## config.mk

```make
export PLATFORM = sky130hd
export DESIGN_NAME = pipe_sram
export DESIGN_NICKNAME = d
export VERILOG_FILES = /design/src/rtl/pipe_sram_pkg.sv /design/src/rtl/pipe_sram_ctrl.sv /design/src/rtl/pipe_sram_array.sv /design/src/rtl/pipe_sram_out.sv /design/src/rtl/pipe_sram.sv
export SDC_FILE = /design/constraint.sdc
export NUM_CORES = 1
export LEC_CHECK = 0
export BUFFER_PORTS_ARGS = -buffer_cell sky130_fd_sc_hd__buf_4
export CORE_ASPECT_RATIO = 0.7
export CORE_MARGIN = 8
export CORE_UTILIZATION = 31
export DETAILED_ROUTE_END_ITERATION = 10
export PLACE_DENSITY = 0.46
export SETUP_SLACK_MARGIN = 0.05
export SLEW_MARGIN = 20
export SYNTH_ARGS = -nofsm -noshare
export SYNTH_HDL_FRONTEND = slang
export SYNTH_SLANG_ARGS = --single-unit
```

## constraint.sdc

```tcl
create_clock -name clk -period 2.1 [get_ports clk]
set_clock_uncertainty 0.2 [all_clocks]
set_input_delay 0.315 -clock clk [delete_from_list [all_inputs] [get_ports clk]]
set_output_delay 0.315 -clock clk [all_outputs]
set_load 0.01 [all_outputs]
```

## src/rtl/pipe_sram_pkg.sv

```systemverilog
`timescale 1ns/1ps
package pipe_sram_pkg;
  typedef enum logic [1:0] {OP_IDLE, OP_READ, OP_WRITE} op_e;

  // Low-address-bit sequence for beat k of a four-beat burst
  function automatic logic [1:0] burst_ofs(input logic [1:0] base,
                                           input logic [1:0] k,
                                           input logic lin);
    return lin ? (base + k) : (base ^ k);
  endfunction
endpackage

```

## src/rtl/pipe_sram_ctrl.sv

```systemverilog
`timescale 1ns/1ps
module pipe_sram_ctrl #(
  parameter int ADDR_W = 4,
  parameter int LANES  = 2
) (
  input  logic                        clk,
  input  logic                        rst,
  input  logic                        en,
  input  logic                        sel_ok,
  input  logic                        adv,
  input  logic                        wr,
  input  logic [LANES-1:0]            byte_en,
  input  logic [ADDR_W-1:0]           addr,
  input  logic                        lin,
  input  logic                        sleep,
  output pipe_sram_pkg::op_e          s1_op,
  output logic [ADDR_W-1:0]           s1_addr,
  output logic [LANES-1:0]            s1_be
);
  import pipe_sram_pkg::*;

  logic              b_live, b_wr;
  logic [ADDR_W-1:0] b_base;
  logic [1:0]        b_cnt, nxt_cnt;
  logic [ADDR_W-1:0] burst_addr;

  assign nxt_cnt    = b_cnt + 2'd1;
  assign burst_addr = {b_base[ADDR_W-1:2], burst_ofs(b_base[1:0], nxt_cnt, lin)};

  always_ff @(posedge clk) begin
    if (rst) begin
      s1_op  <= OP_IDLE;
      b_live <= 1'b0;
      b_cnt  <= 2'd0;
    end else if (en) begin
      if (sleep) begin
        s1_op <= OP_IDLE;
      end else if (!adv) begin
        if (sel_ok) begin
          s1_op   <= wr ? OP_WRITE : OP_READ;
          s1_addr <= addr;
          s1_be   <= byte_en;
          b_live  <= 1'b1;
          b_wr    <= wr;
          b_base  <= addr;
          b_cnt   <= 2'd0;
        end else begin
          s1_op  <= OP_IDLE;
          b_live <= 1'b0;
        end
      end else if (b_live) begin
        s1_op   <= b_wr ? OP_WRITE : OP_READ;
        s1_addr <= burst_addr;
        s1_be   <= byte_en;
        b_cnt   <= nxt_cnt;
      end else begin
        s1_op <= OP_IDLE;
      end
    end
  end
endmodule

```

## src/rtl/pipe_sram_array.sv

```systemverilog
`timescale 1ns/1ps
module pipe_sram_array #(
  parameter int ADDR_W = 4,
  parameter int LANES  = 2,
  parameter int LANE_W = 9
) (
  input  logic                      clk,
  input  logic                      en,
  input  logic                      we,
  input  logic [LANES-1:0]          wbe,
  input  logic [ADDR_W-1:0]         waddr,
  input  logic [LANES*LANE_W-1:0]   wdata,
  input  logic [ADDR_W-1:0]         raddr,
  output logic [LANES*LANE_W-1:0]   rdata
);
  localparam int DEPTH = 1 << ADDR_W;

  for (genvar g = 0; g < LANES; g++) begin : g_lane
    logic [LANE_W-1:0] mem [DEPTH];
    logic [LANE_W-1:0] rd_lane;
    always_ff @(posedge clk) begin
      if (en) begin
        if (we && wbe[g]) mem[waddr] <= wdata[g*LANE_W +: LANE_W];
        rd_lane <= mem[raddr];
      end
    end
    assign rdata[g*LANE_W +: LANE_W] = rd_lane;
  end
endmodule

```

## src/rtl/pipe_sram_out.sv

```systemverilog
`timescale 1ns/1ps
module pipe_sram_out #(
  parameter int LANES  = 2,
  parameter int LANE_W = 9
) (
  input  logic                      clk,
  input  logic                      rst,
  input  logic                      en,
  input  logic                      rd_now,
  input  logic [LANES-1:0]          hit_be,
  input  logic [LANES*LANE_W-1:0]   din,
  input  logic [LANES*LANE_W-1:0]   rdata,
  input  logic                      oe_async,
  input  logic                      sleep,
  output logic [LANES*LANE_W-1:0]   dq_out,
  output logic                      dq_oe,
  output logic                      rd_vld
);
  logic [LANES-1:0]        fmask;
  logic [LANES*LANE_W-1:0] fdata;

  always_ff @(posedge clk) begin
    if (rst) begin
      rd_vld <= 1'b0;
      fmask  <= '0;
    end else if (en) begin
      rd_vld <= rd_now;
      fmask  <= hit_be;
      fdata  <= din;
    end
  end

  for (genvar g = 0; g < LANES; g++) begin : g_merge
    assign dq_out[g*LANE_W +: LANE_W] = fmask[g] ? fdata[g*LANE_W +: LANE_W]
                                                 : rdata[g*LANE_W +: LANE_W];
  end

  assign dq_oe = rd_vld & oe_async & ~sleep;
endmodule

```

## src/rtl/pipe_sram.sv

```systemverilog
`timescale 1ns/1ps
module pipe_sram #(
  parameter int ADDR_W = 4,
  parameter int LANES  = 2,
  parameter int LANE_W = 9
) (
  input  logic                        clk,
  input  logic                        rst,
  input  logic                        clk_en,
  input  logic                        sel_a,
  input  logic                        sel_b,
  input  logic                        sel_n,
  input  logic                        adv,
  input  logic                        wr,
  input  logic [LANES-1:0]            byte_en,
  input  logic [ADDR_W-1:0]           addr,
  input  logic                        burst_lin,
  input  logic                        oe_async,
  input  logic                        sleep,
  input  logic [LANES*LANE_W-1:0]     dq_in,
  output logic [LANES*LANE_W-1:0]     dq_out,
  output logic                        dq_oe
);
  import pipe_sram_pkg::*;
  localparam int DATA_W = LANES * LANE_W;

  logic              sel_ok;
  op_e               s1_op;
  logic [ADDR_W-1:0] s1_addr, s2_addr;
  logic [LANES-1:0]  s1_be, s2_be, hit_be;
  logic              s2_wr, rd_vld;
  logic [DATA_W-1:0] rdata;

  assign sel_ok = sel_a & sel_b & ~sel_n;

  pipe_sram_ctrl #(.ADDR_W(ADDR_W), .LANES(LANES)) u_ctl (
    .clk(clk), .rst(rst), .en(clk_en), .sel_ok(sel_ok), .adv(adv), .wr(wr),
    .byte_en(byte_en), .addr(addr), .lin(burst_lin), .sleep(sleep),
    .s1_op(s1_op), .s1_addr(s1_addr), .s1_be(s1_be)
  );

  // Write-address stage: data joins the write one enabled edge later
  always_ff @(posedge clk) begin
    if (rst) begin
      s2_wr <= 1'b0;
    end else if (clk_en) begin
      s2_wr   <= (s1_op == OP_WRITE);
      s2_addr <= s1_addr;
      s2_be   <= s1_be;
    end
  end

  assign hit_be = (s2_wr && s1_op == OP_READ && s2_addr == s1_addr) ? s2_be : '0;

  pipe_sram_array #(.ADDR_W(ADDR_W), .LANES(LANES), .LANE_W(LANE_W)) u_arr (
    .clk(clk), .en(clk_en), .we(s2_wr), .wbe(s2_be), .waddr(s2_addr),
    .wdata(dq_in), .raddr(s1_addr), .rdata(rdata)
  );

  pipe_sram_out #(.LANES(LANES), .LANE_W(LANE_W)) u_out (
    .clk(clk), .rst(rst), .en(clk_en), .rd_now(s1_op == OP_READ),
    .hit_be(hit_be), .din(dq_in), .rdata(rdata), .oe_async(oe_async),
    .sleep(sleep), .dq_out(dq_out), .dq_oe(dq_oe), .rd_vld(rd_vld)
  );
endmodule

```

; ---- After elaboration in Yosys (flattened, before gate mapping)
; Memory sizes are Yosys's and may differ from the RTL's. A register that Yosys moved wholly into a read port is not among the register bits.
; Index checks and enable logic that the tools add are counted.
; W data, S select, Z words.
[op_classes]
n_mux = 26
n_addsub = 2
reduce_logical = 10
n_bitwise = 9
n_eq_ne = 4
[op_table]
columns = operator, n
row1 = $mux W2, 14
row2 = $mux W9, 2
row3 = $mux W4, 3
row4 = $reduce_and A5 Y1, 2
row5 = $mux W1, 7
row6 = $and A1 B1 Y1, 4
row7 = $eq A4 B4 Y1, 1
row8 = $logic_and A1 B1 Y1, 4
row9 = $not A1 Y1, 4
row10 = $reduce_and A4 Y1, 1
row11 = $reduce_and A3 Y1, 1
row12 = $add A2 B1 Y2 const B, 1
row13 = $add A2 B2 Y2, 1
row14 = $eq A2 B1 Y1 const B, 1
row15 = $eq A2 B2 Y1 const B, 1
row16 = $ne A2 B1 Y1 const B, 1
row17 = $reduce_and A2 Y1, 1
row18 = $reduce_bool A2 Y1, 1
row19 = $xor A2 B2 Y2, 1
[word_totals]
output_inout_bits = 19
n_memories = 2
mem_bits_rw = 288
wordCells = 66
in_bits = 35
reg_bits = 44
[mem_list]
columns = memory, words, word_bits, read_ports, rd_clocked_by_memory_dff, wr, line_no
row1 = u_arr.g_lane[0].mem, 16, 9, 1, 1, 1, pipe_sram_array.sv:19  ; logic [LANE_W-1:0] mem [DEPTH];
row2 = u_arr.g_lane[1].mem, 16, 9, 1, 1, 1, pipe_sram_array.sv:19

; ---- Depth between registers and ports, before layout
; Gate-level depths: netlist (run 1).
[logic_depth]
ltp_word = 5
ltp_mapped = 7
depth_no_buf = 6

; ---- Hierarchy
; From an unflattened synthesis (run 1), not the netlist that was laid out.
[unflattened]
cells_unflattened = 641
area_unflattened_um2 = 13569.3
[by_module_without_submodules]
columns = module, seq_area_each_um2, area_each_um2, instances, cells_each
row1 = pipe_sram_array, 9188.8, 11608.6, 1, 511
row2 = pipe_sram_out, 600.6, 948.4, 1, 50
row3 = pipe_sram_ctrl, 430.4, 710.7, 1, 56
row4 = pipe_sram, 200.2, 301.5, 1, 24

; ---- Worst setup path before layout (run 1)
; No wires, ideal clock.
[synth_timing]
path_type = input to register
from = input port rst
to = register s2_addr[0] (enable)
arrival_ps = 1541
required_ps = 1495
setup_time_ps = 405
n_path_buf = 1
cell_stages = 2
path_slack_ps = -46
cell_sequence = clkbuf_1 nor2_1
[synth_via]
elab_chain_cells = 2
[synth_lines]
columns = item, line_no
row1 = "start, declared", pipe_sram.sv:8  ; input logic rst,
row2 = $not A1 Y1 (no source line), n/a
row3 = $reduce_and A2 Y1 (no source line), n/a
row4 = "end signal, assigned", pipe_sram.sv:48  ; s2_addr <= s1_addr;
row5 = "end, declared", pipe_sram.sv:29  ; logic [ADDR_W-1:0] s1_addr, s2_addr;
; No other way between the ends.
; A chain may end at the register's enable or synchronous reset.

==> results.md, run 1 <==
- Status: completed
- FF+latch count, synth: 350
- Vias per inst: around 4.7
- Clk pin slew, worst setup/hold paths: roughly 60 ps
- DRT Wirelength: roughly 34 mm
- Seq/Total Area, Yosys: 0.764
- RD Place Congestion: between 0.7 and 0.8
- Initial drt markers: roughly 530
- Post-route ant nets: 0
- Clock Sinks: 350
- First-pass GRT wire length: roughly 50 mm
- Post-synth top area share: 0.751
- Ports: 54
- Cell-internal power: 11.6 mW
- Final-report hold violation count: 0
- Top area cells in the synthesized netlist: edfxtp_1 75%, mux2i_1 6.2%, mux4_2 4.6%, mux2_2 1.7%, a22oi_1 1.7%
- Final instance area: between 15000 and 20000 sq um
- WL per Instance: between 20 and 25 microns
- CP max FO: 6
- Nets: between 900 and 1000
- Reg2Reg Setup Slack: 60 ps
- YS warnings: 0
- Most frequent cell after synthesis: edfxtp_1
- Max_cap viols: 0
- Drt first pass iters: 5
- Kind of critical path: reg2reg
- Ys flop type: edfxtp_1
- Worst-Skew Late Latency: about 520 ps
- VDD IR max: ~0.56 mV
- CTS buffer count: 37
- Psw: approximately 2.8 mW
- CTS tree: built
- Measured slew at the worst slew-check pin: approximately 580 ps
- Initial antenna violation count: 0
- Final worst path period share: 0.970
- Post-synthesis cell type count: about 40
- Syn Area/Cell: slightly below 20 sq um
- Worst-path cell chain: buf_6, buf_12, mux4_2, a22oi_2, o21ai_1
- Fraction of layout cells with a size suffix above 1: 0.291
- Die H: about 190 microns
- Clock power share: 0.441
- Synthesized instance count: between 700 and 800
- Part of the power in registers: 0.535
- Total Routing Usage GR: 0.133
- Post-synth EDFFs: ~340
- H-tree lvl count: 2
- Vias in the first global route: 7242
- Hold Crit Start: adv
- Placed cell count: 1392
- Min Tclk post-route: ~2000 ps
- IO Port Bufs: 53
- Min-Delay Path Depth: 4
- Area Overhead vs Synth: 26.7%
- Deepest clock path buffer count: 3
- DR vias: around 7100
- Final setup fails: 0
- HP Class: in2reg
- Commonest cells post-synth: 341 x edfxtp_1, 84 x mux2i_1, 39 x nor2_1
- Static Leak: around 5.9 nW
- FMAX: between 0.4 and 0.5 GHz
- Critical Path Source Type: flop
- Worst flop-to-flop path endpoint: u_arr.g_lane[0].rd_lane[5]
- Slew Viols, Final: 0
- CTS root buf: clkbuf_16
- Final HPWL DP: ~21 mm
- Drt drc: 0
- Syn_nets: approximately 740
- Crit path required time: 2170 ps
- CP arrival: around 2100 ps
- Full die area: 51000 sq um
- Post-synthesis cell area: ~14000 sq um
- Worst r2r src: u_ctl.s1_addr[0]
- Comb pwr share: 0.024
- Reg2reg path depth: 5
- Area leader, netlist: edfxtp_1
- Slowest stage delay, CP: around 520 ps
- Slew headroom: 0.615
- Core area: 43600 sq um
- FILL cells: between 4000 and 5000
- Async S/R FF share, synth: 0
- Final Non-Filler Cells: ~1500
- Ant. Diodes: 0
- Sw Share: 0.196
- Crit path max-delay cell type: mux4_2
- CP endpoint kind: flop
- Hold Path End: u_ctl.b_cnt[1]
- Initial Util: 0.313
- Unrepaired setup endpoints after global routing: true
- Die Wd: around 270 microns
- Pwr dens: 835 nW/um^2
- Placement Cell Area: 15300 sq um
- GR Overflow Total: 0
- Row Count: 64
- Largest net degree at the start of global routing: 25
final cells by class:
cell class	instances	area, sq um	area share
timing repair buffer	177	1850	0.107
clock inverter	17	131	0.00761
inverter	3	11.3	0.000652
sequential	350	10400	0.604
tap	594	743	0.0430
clock buffer	50	1050	0.0607
multi-input combinational	319	3050	0.177
placed cells by master, fill, tap and decap left out, drive strengths merged, types with 20 or more instances in the layout:
master,instances
a22oi,30
buf,147
clkbuf,52
dlygate4sd3,28
edfxtp,341
mux2,21
mux2i,84
mux4,36
nand3,20
nor2,40
o21ai,20
cell families after synthesis:
| family | synth area share |
|---|---|
| AO/OA/AOI/OAI | 0.0369 |
| multiplexers | 0.141 |
| AND/OR/NAND/NOR | 0.0337 |
| XOR/XNOR | 0.00450 |
| flip-flops | 0.764 |
| buffers and inverters | 0.0189 |
| adder cells (fa/ha/maj) | 0.000918 |
routing by layer:
layer  vias to the layer above  share of wire  global-route usage
met5                         -              0                   0
met4                         0          0.013              0.0274
met3                        42          0.047              0.0253
met2                       162           0.40               0.177
met1                      3663           0.54               0.216
li1                       3219              -                   -
registers in the layout, summed over array words and instances, names as in the netlist:
name and flops:
u_ctl.s1_addr 4, u_ctl.b_cnt 2, u_out.fmask 2, u_ctl.s1_be 2, u_ctl.b_base 4, u_ctl.b_wr 1, u_arr.g_lane.rd_lane 18, s2_wr 1
u_out.fdata 18, u_ctl.b_live 1, u_arr.g_lane.mem 288, u_out.rd_vld 1, s2_be 2, u_ctl.s1_op 2, s2_addr 4
critical path, delay by kind of cell (launching register included):
| kind | cells | cell delay [ps] |
|---|---|---|
| buffers and inverters | 2 | 380 |
| AOI/OAI and AO/OA | 2 | 250 |
| DFF | 1 | 410 |
| muxes | 1 | 520 |
through the flow:
| stage | TNS [ps] | power [mW] | util | hold WS (ps) | setup WS, ps |
|---|---|---|---|---|---|
| floorplan | 0 | 7.93 | - | 184 | 166 |
| global placement | -67.1 | 8.15 | 0.352 | 206 | -67.1 |
| detailed placement | -64.6 | 8.15 | 0.352 | 208 | -64.6 |
| CTS | 0 | 14.6 | 0.390 | 4.17 | 1.15 |
| global route | -15.8 | 14.9 | 0.396 | 60.3 | -8.99 |
| finish | 0 | 14.4 | 0.396 | 50.2 | 62.9 |
worst max-delay path by stage:
stage / startpoint / end / slack [ps] / cells past startpoint
3_5_place_dp: u_ctl.s1_addr[0] / u_arr.g_lane[1].rd_lane[3] / -60 / 5
6_report: u_ctl.s1_addr[0] / u_arr.g_lane[0].rd_lane[5] / 60 / 5
5_1_grt: u_ctl.s1_addr[0] / u_arr.g_lane[1].rd_lane[7] / -9 / 6
3_3_place_gp: u_ctl.s1_addr[0] / u_arr.g_lane[1].rd_lane[3] / -70 / 5
4_1_cts: u_out.fmask[0] / dq_out[7] / 1 / 3
2_1_floorplan: adv / u_ctl.b_base[0] / 170 / 3
power groups by stage:
stage          registers (mW)  clock network (mW)  logic [mW]
6_report                 7.71                6.35       0.343
3_3_place_gp             7.86                   0       0.285
4_1_cts                  7.71                6.52       0.335
2_1_floorplan            7.86                   0      0.0698
3_5_place_dp             7.86                   0       0.288
5_1_grt                  7.71                6.80       0.372
what timing repair did:
item	CTS	global route
resized for setup	21	42
pin swaps	0	6
endpoints found under the hold margin	326	0
setup buffers	7	12
setup endpoints to repair	28	36
cloned	2	2
hold buffers	28	0
(Power assumes the default switching activity.)
==> run 2, diff against run 1 <==
--- a/config.mk
+++ b/config.mk
@@ -6,13 +6,14 @@
 export NUM_CORES = 1
 export LEC_CHECK = 0
 export BUFFER_PORTS_ARGS = -buffer_cell sky130_fd_sc_hd__buf_4
-export CORE_ASPECT_RATIO = 0.7
+export CORE_ASPECT_RATIO = 1.4
 export CORE_MARGIN = 8
-export CORE_UTILIZATION = 31
+export CORE_UTILIZATION = 55
 export DETAILED_ROUTE_END_ITERATION = 10
-export PLACE_DENSITY = 0.46
+export PLACE_DENSITY = 0.74
 export SETUP_SLACK_MARGIN = 0.05
 export SLEW_MARGIN = 20
 export SYNTH_ARGS = -nofsm -noshare
 export SYNTH_HDL_FRONTEND = slang
 export SYNTH_SLANG_ARGS = --single-unit
+export TNS_END_PERCENT = 20
==> results.md, run 2 (same netlist as run 1, synthesis figures left out) <==
- Final-report hold violation count: 0 (unchanged)
- Final setup fails: 0 (unchanged)
- Ant. Diodes: 0 (unchanged)
- GR Overflow Total: 0 (unchanged)
- Area Overhead vs Synth: 21.9%
- Worst-Skew Late Latency: 560 ps (+40 ps)
- Measured slew at the worst slew-check pin: 479 ps (-99.1 ps)
- Worst r2r src: u_ctl.s1_addr[0]
- CP arrival: 2180 ps (+80 ps)
- Reg2reg path depth: 5 (unchanged)
- Most common cell after layout, fill and taps aside: edfxtp_1
- First-pass GRT wire length: 47.2 mm (-5.0%)
- Placement Cell Area: 14800 sq um (-3.5%)
- Slew Viols, Final: 0 (unchanged)
- Crit path max-delay family: multiplexers
- H-tree lvl count: 1 (-1)
- Post-route ant nets: 0 (unchanged)
- Vias per inst: 6.08 (+29%)
- Die Wd: 149 microns (-44%)
- Core area: 24500 sq um (-44%)
- Fraction of layout cells with a size suffix above 1: 0.281 (-0.0101)
- Total Routing Usage GR: 0.210 (+0.0778)
- Status: completed
- Full die area: 30200 sq um (-41%)
- Drt first pass iters: 5 (unchanged)
- CTS root buf: clkbuf_16
- VDD IR max: 0.953 mV (+69%)
- Static Leak: 5.78 nW (-2.4%)
- Final HPWL DP: 19.7 mm (-6.6%)
- Row Count: 68 (+6.3%)
- Slowest stage delay, CP: 540 ps (+20 ps)
- Largest Register: u_arr.g_lane.mem
- Deepest clock path buffer count: 3 (unchanged)
- Slew headroom: 0.679 (+0.0646)
- Initial drt markers: 620 (+17%)
- Final hold slack: 48.8 ps (-1.43 ps)
- Max_cap viols: 0 (unchanged)
- Nets: 906 (-1.9%)
- Largest net degree at the start of global routing: 32 (+28%)
- Worst-path cell chain: buf_6, buf_12, mux4_2, mux2i_4, o21ai_2
- Die H: 202 microns (+5.7%)
- Commonest non-fill, non-tap cells in the layout: 341 x edfxtp_1, 104 x buf_4, 78 x mux2i_1, 38 x nor2_1, 34 x clkbuf_16
- Final worst path period share: 0.993 (+0.0229)
- IO Port Bufs: 53 (unchanged)
- Initial Util: 0.556 (+0.243)
- Crit path required time: 2190 ps (+20 ps)
- Crit path max-delay cell type: mux4_2
- Initial antenna violation count: 0 (unchanged)
- Unrepaired setup endpoints after global routing: true
- Top flop regs: u_arr.g_lane.mem: 288 flops, u_arr.g_lane.rd_lane: 18 flops, u_out.fdata: 18 flops
- CP max FO: 6 (unchanged)
- Count of buffer and inverter cells on the critical path: 2 (unchanged)
- Kind of critical path: reg2reg
- FMAX: 0.480 GHz (-2.3%)
- Final instance area: 16600 sq um (-3.7%)
- Vias in the first global route: 7810 (+7.8%)
- Max reg flops: 288 (unchanged)
- Min-Delay Path Depth: 2 (-2)
- WP depth: 5 (unchanged)
- Ports: 54 (unchanged)
- HP Class: in2reg
- WL per Instance: 26.7 microns (+19%)
- RD Place Congestion: 0.798 (+7.3%)
- CTS tree: built
- DRT Wirelength: 32.3 mm (-5.3%)
- Clk pin slew, worst setup/hold paths: 70 ps (about the same)
- Min Tclk post-route: 2090 ps (+48.2 ps)
- CP endpoint kind: flop
- Worst Setup SP: u_ctl.s1_addr[0]
- Drt drc: 0 (unchanged)
- DR vias: 7335 (+3.5%)
- Clock Sinks: 350 (unchanged)
- Critical Path Source Type: flop
- Pwr dens: 857 nW/um^2 (+2.7%)
- CTS buffer count: 31 (-16%)
- Hold Crit Start: clk_en
-- run 2: cell types whose count changed in the layout (fill, tap and decap cells not counted), moves of 4 or more --
cell / before / now
buf_12: 23 / 8
bufinv_16: 2 / 9
clkbuf_16: 41 / 34
mux2_2: 4 / 8
mux2_4: 17 / 13
mux2i_4: 0 / 4
o21ai_1: 12 / 8
-- run 2: routing by layer --
layer	share of wire	GRT usage
met5	0	0
met4	0.044	0.0886
met3	0.057	0.0284
met2	0.55	0.391
met1	0.35	0.234
-- run 2: stage by stage --
| step | TNS (ps) | util | power [mW] | setup WS [ps] | cells |
|---|---|---|---|---|---|
| finish | 0 | 0.678 | 14.2 | 14.8 | 1207 |
| global route | 0 | 0.678 | 14.6 | 2.22 | 1207 |
| CTS | 0 | 0.672 | 14.3 | 16.9 | 1199 |
| detailed placement | -232 | 0.604 | 8.13 | -119 | 1109 |
| global placement | -9.27 | 0.604 | 8.11 | -6.72 | 1109 |
| floorplan | 0 | - | 7.93 | 50.0 | 708 |
-- run 2: path summary, 6_finish.rpt --
kind / endpoint / slack, ps
hold reg to reg: s2_be[0] / 250
setup / recovery: u_arr.g_lane[1].rd_lane[6] / 10
hold / removal: u_arr.g_lane[1].rd_lane[1] / 50
setup reg to reg: u_arr.g_lane[1].rd_lane[6] / 10
-- run 2: where the power goes --
group	switching (mW)	internal [mW]	leakage (nW)
clock network	2.41	3.79	0.537
logic	0.190	0.140	2.08
registers	0.0172	7.69	3.16
total	2.62	11.6	5.78
-- run 2: what timing repair did --
item | in CTS | in global routing
setup buffers | 3 | 5
hold endpoints to repair | 326 | 0
cloned | 3 | 3
hold buffers | 29 | 0
endpoints found under the setup margin | 28 | 34
pin swaps | 1 | 1
resized for setup | 48 | 15
-- run 2: final cells by class --
cell class                 count  area, sq um
fill                        1537         7880
sequential                   350        10400
timing repair buffer         165         1600
clock buffer                  36          795
tap                          315          394
clock inverter                19          319
inverter                       3         11.3
multi-input combinational    319         3070
==> run 3, diff against run 2 <==
==> constraint.sdc (replaced) <==
create_clock -name clk -period 2.1 [get_ports clk]
set_clock_uncertainty 0.2 [all_clocks]
set_input_delay 0.21 -clock clk [delete_from_list [all_inputs] [get_ports clk]]
set_output_delay 0.21 -clock clk [all_outputs]
set_load 0.01 [all_outputs]
==> results.md, run 3 (same netlist as run 1, synthesis figures left out) <==
- Status: finished, violations left
- Failing checks: setup timing
- Vias in the first global route: 7529 (-3.6%)
- Largest net degree at the start of global routing: 39 (+22%)
- Area Overhead vs Synth: 20.5%
- CP arrival: 2220 ps (+40 ps)
- Final worst slack: -21.8 ps (-36.5 ps)
- Final setup fails: 3 (+3)
- Max_cap viols: 0 (unchanged)
- Ports: 54 (unchanged)
- Largest Register: u_arr.g_lane.mem
- Min Tclk post-route: 2120 ps (+36.5 ps)
- Setup TNS: -42.2 ps (-42.2 ps)
- Drt first pass iters: 5 (unchanged)
- Measured slew at the worst slew-check pin: 697 ps (+218 ps)
- Slew headroom: 0.535 (-0.145)
- CTS root buf: clkbuf_16
- Nets: 915 (+0.99%)
- CP endpoint kind: flop
- Crit path max-delay cell type: edfxtp_1
- Post-route ant nets: 0 (unchanged)
- CTS tree: built
- Psw: 2.58 mW (-1.4%)
- Comb pwr share: 0.024 (about the same)
- Final Non-Filler Cells: 1217 (+0.83%)
- Final HPWL DP: 19.1 mm (-3.2%)
- Crit path required time: 2190 ps (about the same)
- Slew Viols, Final: 0 (unchanged)
- Die Wd: 149 microns (unchanged)
- Final worst path period share: 1.01 (+0.0174)
- Initial drt markers: 589 (-5.0%)
- Total Routing Usage GR: 0.198 (-0.0123)
- Worst-Skew Late Latency: 570 ps (about the same)
- Ant. Diodes: 0 (unchanged)
- Most common cell after layout, fill and taps aside: edfxtp_1
- Kind of critical path: reg2reg
- Initial antenna violation count: 1 (+1)
- DR vias: 7233 (-1.4%)
- Vias per inst: 5.94 (-2.2%)
- CTS buffer count: 31 (unchanged)
- First-pass GRT wire length: 44.6 mm (-5.5%)
- CP max FO: 17 (+11)
- Clk pin slew, worst setup/hold paths: 60 ps (about the same)
- Critical Path Source Type: flop
- Initial Util: 0.556 (unchanged)
- H-tree lvl count: 1 (unchanged)
- HP Class: in2reg
- Pwr Total: 13.7 mW (-3.7%)
- WL per Instance: 25.1 microns (-6.3%)
- Clock power share: 0.414 (-0.022)
- VDD IR max: 0.796 mV (-16%)
- GR Overflow Total: 0 (unchanged)
- Count of buffer and inverter cells on the critical path: 2 (unchanged)
- Slowest stage delay, CP: 510 ps (-30 ps)
- Worst-path cell chain: buf_4, buf_12, mux4_2, a22oi_1, o21ai_1
- IO Port Bufs: 53 (unchanged)
- Unrepaired setup endpoints after global routing: true
- Drt drc: 0 (unchanged)
- Crit path max-delay family: flip-flops
- Die H: 202 microns (unchanged)
- Max reg flops: 288 (unchanged)
- Deepest clock path buffer count: 3 (unchanged)
- Commonest non-fill, non-tap cells in the layout: 341 x edfxtp_1, 119 x buf_4, 80 x mux2i_1, 41 x dlygate4sd3_1, 38 x nor2_1
- DRT Wirelength: 30.5 mm (-5.5%)
- Pwr dens: 835 nW/um^2 (-2.6%)
- Row Count: 68 (unchanged)
- Cell-internal power: 11.1 mW (-4.3%)
- Fraction of layout cells with a size suffix above 1: 0.266 (-0.0153)
- Core area: 24500 sq um (unchanged)
- Final-report hold violation count: 0 (unchanged)
- Full die area: 30200 sq um (unchanged)
- Clock Sinks: 350 (unchanged)
- Placed cell count: 1099 (-0.90%)
- Final hold slack: 29.7 ps (-19.1 ps)
- RD Place Congestion: 0.779 (-2.4%)
- Top flop regs: u_arr.g_lane.mem: 288 flops, u_arr.g_lane.rd_lane: 18 flops, u_out.fdata: 18 flops
- Part of the power in registers: 0.562 (+0.021)
- FMAX: 0.471 GHz (-1.7%)
- Static Leak: 5.69 nW (-1.6%)
- Sw Share: 0.188 (+0.00442)
-- run 3: cell count changes in the layout (fill, tap and decap cells not counted), sizes merged --
| cell | previous run | this run |
|---|---|---|
| buf | 132 | 131 |
| inv | 3 | 4 |
| dlygate4sd3 | 29 | 41 |
| clkbuf | 39 | 35 |
| bufinv | 9 | 5 |
| clkinv | 9 | 16 |
| bufbuf | 1 | 0 |
-- run 3: worst paths after layout --
check,from,endpoint,slack [ps],depth (start not counted)
hold reg to reg,u_ctl.s1_be[0],s2_be[0],220,0
hold / removal,sleep,u_ctl.b_cnt[1],30,4
setup reg to reg,u_ctl.s1_addr[0],u_arr.g_lane[0].rd_lane[7],-20,5
setup / recovery,u_ctl.s1_addr[0],u_arr.g_lane[0].rd_lane[7],-20,5
-- run 3: worst min-delay path, delay by kind of cell --
family	cells	cell delay, ps
buffers and inverters	1	90
AND/OR/NAND/NOR	2	310
AO/OA/AOI/OAI	1	150
-- run 3: layout make-up --
type	count	area, sq um
clock inverter	23	238
inverter	3	11.3
sequential	350	10400
timing repair buffer	174	1560
multi-input combinational	319	3010
tap	315	394
fill	1572	8080
clock buffer	33	783
-- run 3: stage by stage --
stage | instance area, sq um | setup slack (ps) | utilization
CTS | 16100 | -28.8 | 0.658
detailed placement | 14700 | -108 | 0.599
floorplan | 13600 | 58.7 | -
global route | 16400 | -68.9 | 0.670
finish | 16400 | -21.8 | 0.670
global placement | 14700 | -85.1 | 0.599
-- run 3: repair_timing --
action,CTS,global route
endpoints found under the hold margin,344,0
hold buffers,41,0
endpoints found under the setup margin,34,55
setup buffers,0,18
pin swaps,0,1
resized for setup,7,28
gates cloned,0,3
-- run 3: per-layer routing --
metal  vias to the layer above  track usage  routed length [microns]
li1                       3193            -                        -
met1                      3707        0.224                    11000
met2                       269        0.370                    16900
met3                        62       0.0239                     1620
met4                         2       0.0774                      936
met5                         -            0                       13
-- run 3: power groups by stage --
stage	Clock, mW	Combinational, mW	Sequential, mW
final	5.68	0.325	7.71
after global routing	6.00	0.346	7.71
after CTS	5.74	0.319	7.71
after detailed placement	0	0.258	7.86
after global placement	0	0.247	7.86
after floorplan	0	0.0690	7.86
